## src/rtl/i2cs_pkg.sv

```systemverilog
package i2cs_pkg;

   localparam int STAT_W  = 8;
   localparam int NIB_W   = 4;

   localparam int B_SPD   = 0;
   localparam int B_STD   = 1;
   localparam int B_ACK   = 2;
   localparam int B_DIR   = 3;
   localparam int B_MATCH = 4;
   localparam int B_EXT   = 5;
   localparam int B_ARB   = 6;
   localparam int B_MST   = 7;

   typedef struct packed {
      logic start_gen;
      logic start_det;
      logic stop_det;
      logic arb_lost;
      logic addr8;
      logic match;
      logic dir_ev;
      logic dir_tx;
      logic ack_ev;
      logic ack_val;
      logic exit_cmd;
      logic rd;
   } bus_ev_t;

endpackage

```

## src/rtl/i2cs_fall.sv

```systemverilog
module i2cs_fall #(
   parameter logic RST_VAL = 1'b0
) (
   input  logic clk,
   input  logic rst_n,
   input  logic d_i,
   output logic fall_o
);
   logic d_q;

   always_ff @(posedge clk or negedge rst_n) begin
      if (!rst_n) d_q <= RST_VAL;
      else        d_q <= d_i;
   end

   assign fall_o = d_q & ~d_i;

   // the edge is reported one cycle late if the level is sampled wrongly
   p_fall_follows_high_r9: assert property (@(posedge clk) disable iff (!rst_n)
      d_i |=> (fall_o == !d_i));

endmodule

```

## src/rtl/i2cs_extcode.sv

```systemverilog
module i2cs_extcode #(
   parameter int NIB_W      = 4,
   parameter bit MATCH_LOW  = 1'b1,
   parameter bit MATCH_HIGH = 1'b1
) (
   input  logic [NIB_W-1:0] nib_i,
   output logic             hit_o
);
   localparam logic [NIB_W-1:0] ALL_ZERO = '0;
   localparam logic [NIB_W-1:0] ALL_ONE  = '1;

   if (NIB_W < 1) begin : g_bad_width
      $error("i2cs_extcode: NIB_W must be at least 1");
   end

   logic low_hit, high_hit;

   if (MATCH_LOW) begin : g_low
      assign low_hit = (nib_i == ALL_ZERO);
   end else begin : g_no_low
      assign low_hit = 1'b0;
   end

   if (MATCH_HIGH) begin : g_high
      assign high_hit = (nib_i == ALL_ONE);
   end else begin : g_no_high
      assign high_hit = 1'b0;
   end

   assign hit_o = low_hit | high_hit;

   always_comb begin
      p_hit_is_reserved_r4: assert (!hit_o || nib_i == ALL_ZERO || nib_i == ALL_ONE);
   end

endmodule

```

## src/rtl/i2cs_flag.sv

```systemverilog
module i2cs_flag (
   input  logic clk,
   input  logic rst_n,
   input  logic zero_i,
   input  logic hold_i,
   input  logic set_i,
   input  logic clr_i,
   output logic q_o
);
   logic q_q;

   always_ff @(posedge clk or negedge rst_n) begin
      if (!rst_n)      q_q <= 1'b0;
      else if (zero_i) q_q <= 1'b0;
      else if (hold_i) q_q <= q_q;
      else if (set_i)  q_q <= 1'b1;
      else if (clr_i)  q_q <= 1'b0;
   end

   assign q_o = q_q;

   p_set_wins_r7: assert property (@(posedge clk) disable iff (!rst_n)
      (!zero_i && !hold_i && set_i) |=> q_o);

   p_clear_applies_r7: assert property (@(posedge clk) disable iff (!rst_n)
      (!zero_i && !hold_i && !set_i && clr_i) |=> !q_o);

   p_zero_forced_r8: assert property (@(posedge clk) disable iff (!rst_n)
      zero_i |=> !q_o);

   p_hold_keeps_r9: assert property (@(posedge clk) disable iff (!rst_n)
      (!zero_i && hold_i) |=> $stable(q_o));

endmodule

```

## src/rtl/i2c_status_reg.sv

```systemverilog
module i2c_status_reg
   import i2cs_pkg::*;
#(
   parameter int  ADDR_HI_W   = NIB_W,
   parameter bit  EXT_LOW     = 1'b1,
   parameter bit  EXT_HIGH    = 1'b1,
   parameter bit  WAKE_FREEZE = 1'b1
) (
   input  logic                 clk,
   input  logic                 rst_n,
   input  logic                 en_i,
   input  logic                 exit_i,
   input  logic                 wake_en_i,
   input  logic                 rd_i,
   input  logic                 start_gen_i,
   input  logic                 start_det_i,
   input  logic                 stop_det_i,
   input  logic                 arb_lost_i,
   input  logic                 addr8_i,
   input  logic [ADDR_HI_W-1:0] addr_hi_i,
   input  logic                 match_i,
   input  logic                 dir_ev_i,
   input  logic                 dir_tx_i,
   input  logic                 ack_ev_i,
   input  logic                 ack_val_i,
   output logic [STAT_W-1:0]    status_o
);
   localparam int NFLAG = STAT_W;

   if (STAT_W != 8) begin : g_bad_stat
      $error("i2c_status_reg: the status byte must be 8 bits wide");
   end
   if (ADDR_HI_W != NIB_W) begin : g_bad_addr
      $error("i2c_status_reg: ADDR_HI_W must equal the nibble width");
   end

   bus_ev_t ev;
   always_comb begin
      ev.start_gen = start_gen_i;
      ev.start_det = start_det_i;
      ev.stop_det  = stop_det_i;
      ev.arb_lost  = arb_lost_i;
      ev.addr8     = addr8_i;
      ev.match     = match_i;
      ev.dir_ev    = dir_ev_i;
      ev.dir_tx    = dir_tx_i;
      ev.ack_ev    = ack_ev_i;
      ev.ack_val   = ack_val_i;
      ev.exit_cmd  = exit_i;
      ev.rd        = rd_i;
   end

   // reserved address classification
   logic ext_hit;
   i2cs_extcode #(
      .NIB_W     (ADDR_HI_W),
      .MATCH_LOW (EXT_LOW),
      .MATCH_HIGH(EXT_HIGH)
   ) u_ext (
      .nib_i(addr_hi_i),
      .hit_o(ext_hit)
   );

   // freeze window after wakeup-enable falls
   logic cond_det;
   logic hold;
   assign cond_det = ev.start_det | ev.stop_det;

   if (WAKE_FREEZE) begin : g_freeze
      logic wk_fall;
      logic frozen_q;

      i2cs_fall #(.RST_VAL(1'b0)) u_wk (
         .clk   (clk),
         .rst_n (rst_n),
         .d_i   (wake_en_i),
         .fall_o(wk_fall)
      );

      always_ff @(posedge clk or negedge rst_n) begin
         if (!rst_n)                 frozen_q <= 1'b0;
         else if (!en_i || cond_det) frozen_q <= 1'b0;
         else if (wk_fall)           frozen_q <= 1'b1;
      end

      assign hold = (frozen_q | wk_fall) & ~cond_det;
   end else begin : g_no_freeze
      logic unused_wk;
      assign unused_wk = wake_en_i;
      assign hold      = 1'b0;
   end

   // per-flag set and clear events
   logic [NFLAG-1:0] set_v, clr_v, q_v;
   always_comb begin
      set_v = '0;
      clr_v = '0;

      set_v[B_MST]   = ev.start_gen;
      clr_v[B_MST]   = ev.stop_det | ev.arb_lost | ev.exit_cmd;

      set_v[B_ARB]   = ev.arb_lost;
      clr_v[B_ARB]   = ev.rd;

      set_v[B_EXT]   = ev.addr8 & ext_hit;
      clr_v[B_EXT]   = cond_det | ev.exit_cmd;

      set_v[B_MATCH] = ev.match;
      clr_v[B_MATCH] = cond_det | ev.exit_cmd;

      set_v[B_DIR]   = ev.dir_ev & ev.dir_tx;
      clr_v[B_DIR]   = (ev.dir_ev & ~ev.dir_tx) | cond_det | ev.exit_cmd;

      set_v[B_ACK]   = ev.ack_ev & ev.ack_val;
      clr_v[B_ACK]   = (ev.ack_ev & ~ev.ack_val) | cond_det;

      set_v[B_STD]   = ev.start_det;
      clr_v[B_STD]   = ev.stop_det;

      set_v[B_SPD]   = ev.stop_det;
      clr_v[B_SPD]   = ev.start_det;
   end

   for (genvar i = 0; i < NFLAG; i++) begin : g_flag
      i2cs_flag u_flag (
         .clk   (clk),
         .rst_n (rst_n),
         .zero_i(~en_i),
         .hold_i(hold),
         .set_i (set_v[i]),
         .clr_i (clr_v[i]),
         .q_o   (q_v[i])
      );
   end

   assign status_o = q_v;

   // checks against the port-level contract
   p_disabled_zero_r8: assert property (@(posedge clk) disable iff (!rst_n)
      !en_i |=> (status_o == '0));

   p_mst_on_start_r2: assert property (@(posedge clk) disable iff (!rst_n)
      (en_i && !hold && start_gen_i) |=> status_o[B_MST]);

   p_arb_read_clear_r3: assert property (@(posedge clk) disable iff (!rst_n)
      (en_i && !hold && rd_i && !arb_lost_i) |=> !status_o[B_ARB]);

   p_arb_sticky_r10: assert property (@(posedge clk) disable iff (!rst_n)
      (en_i && status_o[B_ARB] && !rd_i) |=> status_o[B_ARB]);

   p_ext_on_reserved_r4: assert property (@(posedge clk) disable iff (!rst_n)
      (en_i && !hold && addr8_i && ext_hit) |=> status_o[B_EXT]);

   p_frozen_stable_r9: assert property (@(posedge clk) disable iff (!rst_n)
      (en_i && hold) |=> $stable(status_o));

   p_start_bits_r6: assert property (@(posedge clk) disable iff (!rst_n)
      (en_i && start_det_i && !stop_det_i) |=> (status_o[B_STD] && !status_o[B_SPD]));

endmodule

```

## config.mk

```make
export PLATFORM = sky130hd
export DESIGN_NAME = i2c_status_reg
export DESIGN_NICKNAME = d
export VERILOG_FILES = /design/src/rtl/i2cs_pkg.sv /design/src/rtl/i2cs_fall.sv /design/src/rtl/i2cs_extcode.sv /design/src/rtl/i2cs_flag.sv /design/src/rtl/i2c_status_reg.sv
export SDC_FILE = /design/constraint.sdc
export NUM_CORES = 1
export LEC_CHECK = 0
export ABC_AREA = 1
export BUFFER_PORTS_ARGS = -buffer_cell sky130_fd_sc_hd__buf_2
export CAP_MARGIN = 10
export CORE_MARGIN = 10
export CORE_UTILIZATION = 39
export DETAILED_ROUTE_END_ITERATION = 16
export PLACE_DENSITY = 0.7
export SYNTH_ARGS = -nofsm -noshare
export SYNTH_HDL_FRONTEND = slang
export SYNTH_SLANG_ARGS = --single-unit
```

## constraint.sdc

```tcl
create_clock -name clk -period 2.88 [get_ports clk]
set_input_delay 0.144 -clock clk [delete_from_list [all_inputs] [get_ports clk]]
set_output_delay 0.144 -clock clk [all_outputs]
set_load 0.005 [all_outputs]
```

==> impl_metrics.py <==
metrics = {
    "sta": {
        "hold_viol": 0,
        "relSlewSlack_pct": 84.81,
        "slew_viol_final": 0,
        "clock.fmax_mhz": 979.5,
        "setup_tns_ns": 0,
        "fin_ws_ns": 1.859,
        "finalCriticalPeriod_ns": 1.021,
        "worst_pin_slew_ns": 0.2278,
        "fin_skew_ns": 0.003464,
        "setup_viol": 0,
        "rsz0062_at_grt": "no",
        "period_share_pct": 35.45,
    },
    "clocking": {
        "cts_tree": "yes",
        "clk_latency_ns": 0.26,
        "cts-root-buf": "clkbuf_4",
        "cts.sinks": 10,
        "clockBufferDepth": 2,
        "numCtsBuffers": 3,
        "cts-htree-levels": 1,
        "postCtsSetupRepairBufs": 0,
        "path_clk_slew_ns": 0.07,
    },
    "power": {
        "power_frac_clock_pct": 32.1,
        "seqPwrFrac_pct": 52.0,
        "switching_share_pct": 25.18,
        "p_leak_nw": 0.4132,
        "powerDensity_nw_per_um2": 431.4,
        "cellInternalPower_uw": 217.2,
        "ir_drop_v": 0.0002223,
        "p_switching_uw": 73.13,
        "power_frac_comb_pct": 15.9,
    },
    "grt": {
        "grt_max_degree": 11,
        "grt_util_all_layers_pct": 7.726,
        "antenna_found_initial": 0,
        "grt_pass1_wl_um": 2104,
        "grt_pass1_vias": 520,
        "overflow": 0,
    },
    "detailed_routing": {
        "drt_iter0_markers": 13,
        "drt_wl_total_um": 1296,
        "drc_errors": 0,
        "via_per_inst": 4.596,
        "ant_nets": 0,
        "drt_pass1_iterations": 4,
        "num_vias": 501,
        "wire_per_inst_um": 11.89,
    },
    "place": {
        "pre_cts_ws_ns": 1.861,
        "hpwlAfterDp_um": 1126,
        "port_buffers": 27,
        "place_congestion": 0.7615,
    },
    "floorplanning": {
        "die-height_um": 57.45,
        "rows": 13,
        "die_w_um": 57.45,
        "core_um2": 1318,
        "die-area_um2": 3300,
        "start_util_pct": 41.50,
        "ioPinCount": 28,
    },
    "min_path": {
        "hp-class": "input port to flip-flop",
        "holdPathStages": 1,
    },
    "logic_synthesis": {
        "ys_types": 14,
        "syn_area_um2": 546.8,
        "synth_cells": 71,
        "yosys_warnings": 0,
        "ys_seq_area_share_pct": 45.77,
        "ys_ff_latch": 10,
        "syn_nets": 91,
        "avgSynthCellArea_um2": 7.701,
    },
    "setup_path": {
        "cp_max_fo": 6,
        "reg2regPathDepth": 6,
        "start_kind": "flip-flop",
        "critical_path_required_ns": 3.08,
        "critical_path_class": "flip-flop to flip-flop",
        "arrival_ns": 1.22,
        "worstSetupEndpointType": "flip-flop",
    },
    "cells_and_area": {
        "drive_above_1_share_pct": 36.17,
        "final_cell_mix": "buf_2, nand2_1, inv_1, dfrtp_1, o21ai_0",
        "final_common_cell": "buf_2",
        "final_nets": 116,
        "syn2layout_area_growth_pct": 23.11,
        "diodes": 0,
    },
    "flow_run": {
        "maxCapViolCount": 0,
    },
    "status": {
        "run_status": "complete, no violations",
    },
}
-- per-layer routing --
| metal | track usage [%] | part of all wire (%) | vias to the layer above |
|---|---|---|---|
| met5 | 0 | 0 | - |
| met4 | 2.013 | 0.39 | 0 |
| met3 | 4.425 | 9.4 | 2 |
| met2 | 13.04 | 48 | 15 |
| met1 | 8.000 | 42 | 225 |
| li1 | - | - | 259 |
-- worst max-delay path, cell delays in order (launching register included) --
cell and delay [ns]:
dfrtp_1 0.37, nand2_1 0.06, nand2_1 0.09, nand2_4 0.10, nand2_2 0.07, or2_1 0.21, nand2_1 0.06
-- logic make-up after synthesis --
kind of cell / share of synthesized area (%)
AND/OR/NAND/NOR: 25.63
buffers and inverters: 18.54
AO/OA/AOI/OAI: 10.07
flip-flops: 45.77
-- cells in the mapped netlist (all sizes together) --
| cell | number | share of area [%] |
|---|---|---|
| o21ai | 9 | 8.2 |
| a21oi | 2 | 1.8 |
| dfrtp | 10 | 46 |
| nand2 | 23 | 18 |
| inv | 11 | 7.6 |
| nand3 | 5 | 5.5 |
| buf | 8 | 11 |
| nor2 | 2 | 1.4 |
| or2 | 1 | 1.1 |
-- through the flow --
step                util (%)  power [mW]  instances  hold slack [ns]  cell area (um^2)
floorplan                  -      0.1804         71          -0.1516             546.8
global placement       48.62      0.1992        105          0.01597             640.6
detailed placement     48.62      0.1999        105          0.01595             640.6
CTS                    51.09      0.2936        109         0.002263             673.1
global route           51.09      0.3062        109         0.006212             673.1
finish                 51.09      0.2904        109         0.006160             673.1
-- sequential cells by signal, indices dropped and copies added (netlist names) --
| signal | flops |
|---|---|
| g_freeze.u_wk.d_q | 1 |
| g_flag.u_flag.q_o | 8 |
| g_freeze.frozen_q | 1 |
-- final cells by class --
type                    count  area, um^2
fillers                   138       644.4
flip-flops and latches     10       250.2
multi-input cells          42       195.2
repair buffers             28       145.1
inverters                  11       41.29
clock buffers               3       22.52
well taps                  15       18.77
-- repair_timing --
| action | CTS | global route |
|---|---|---|
| hold endpoints to repair | 10 | 0 |
| gates resized for setup | 0 | 0 |
| hold buffers | 1 | 0 |
-- worst paths after layout --
check	start	end	slack, ns
hold / removal	wake_en_i	g_freeze.u_wk.d_q	0.006
max in group asynchronous	rst_n	g_flag[5].u_flag.q_o	2.42
setup reg to reg	g_freeze.u_wk.d_q	g_flag[5].u_flag.q_o	1.86
setup / recovery	g_freeze.u_wk.d_q	g_flag[5].u_flag.q_o	1.86
hold reg to reg	g_flag[5].u_flag.q_o	g_flag[5].u_flag.q_o	0.46
min in group asynchronous	rst_n	g_freeze.u_wk.d_q	0.27
-- power groups by stage --
stage               clock network, mW  registers [mW]  logic, mW
detailed placement                  0           0.154     0.0461
global placement                    0           0.154     0.0455
floorplan                           0           0.153     0.0273
global route                    0.101           0.152     0.0536
finish                         0.0931           0.151     0.0463
CTS                            0.0950           0.151     0.0474
Note: power is estimated with default switching activity, not from simulation.
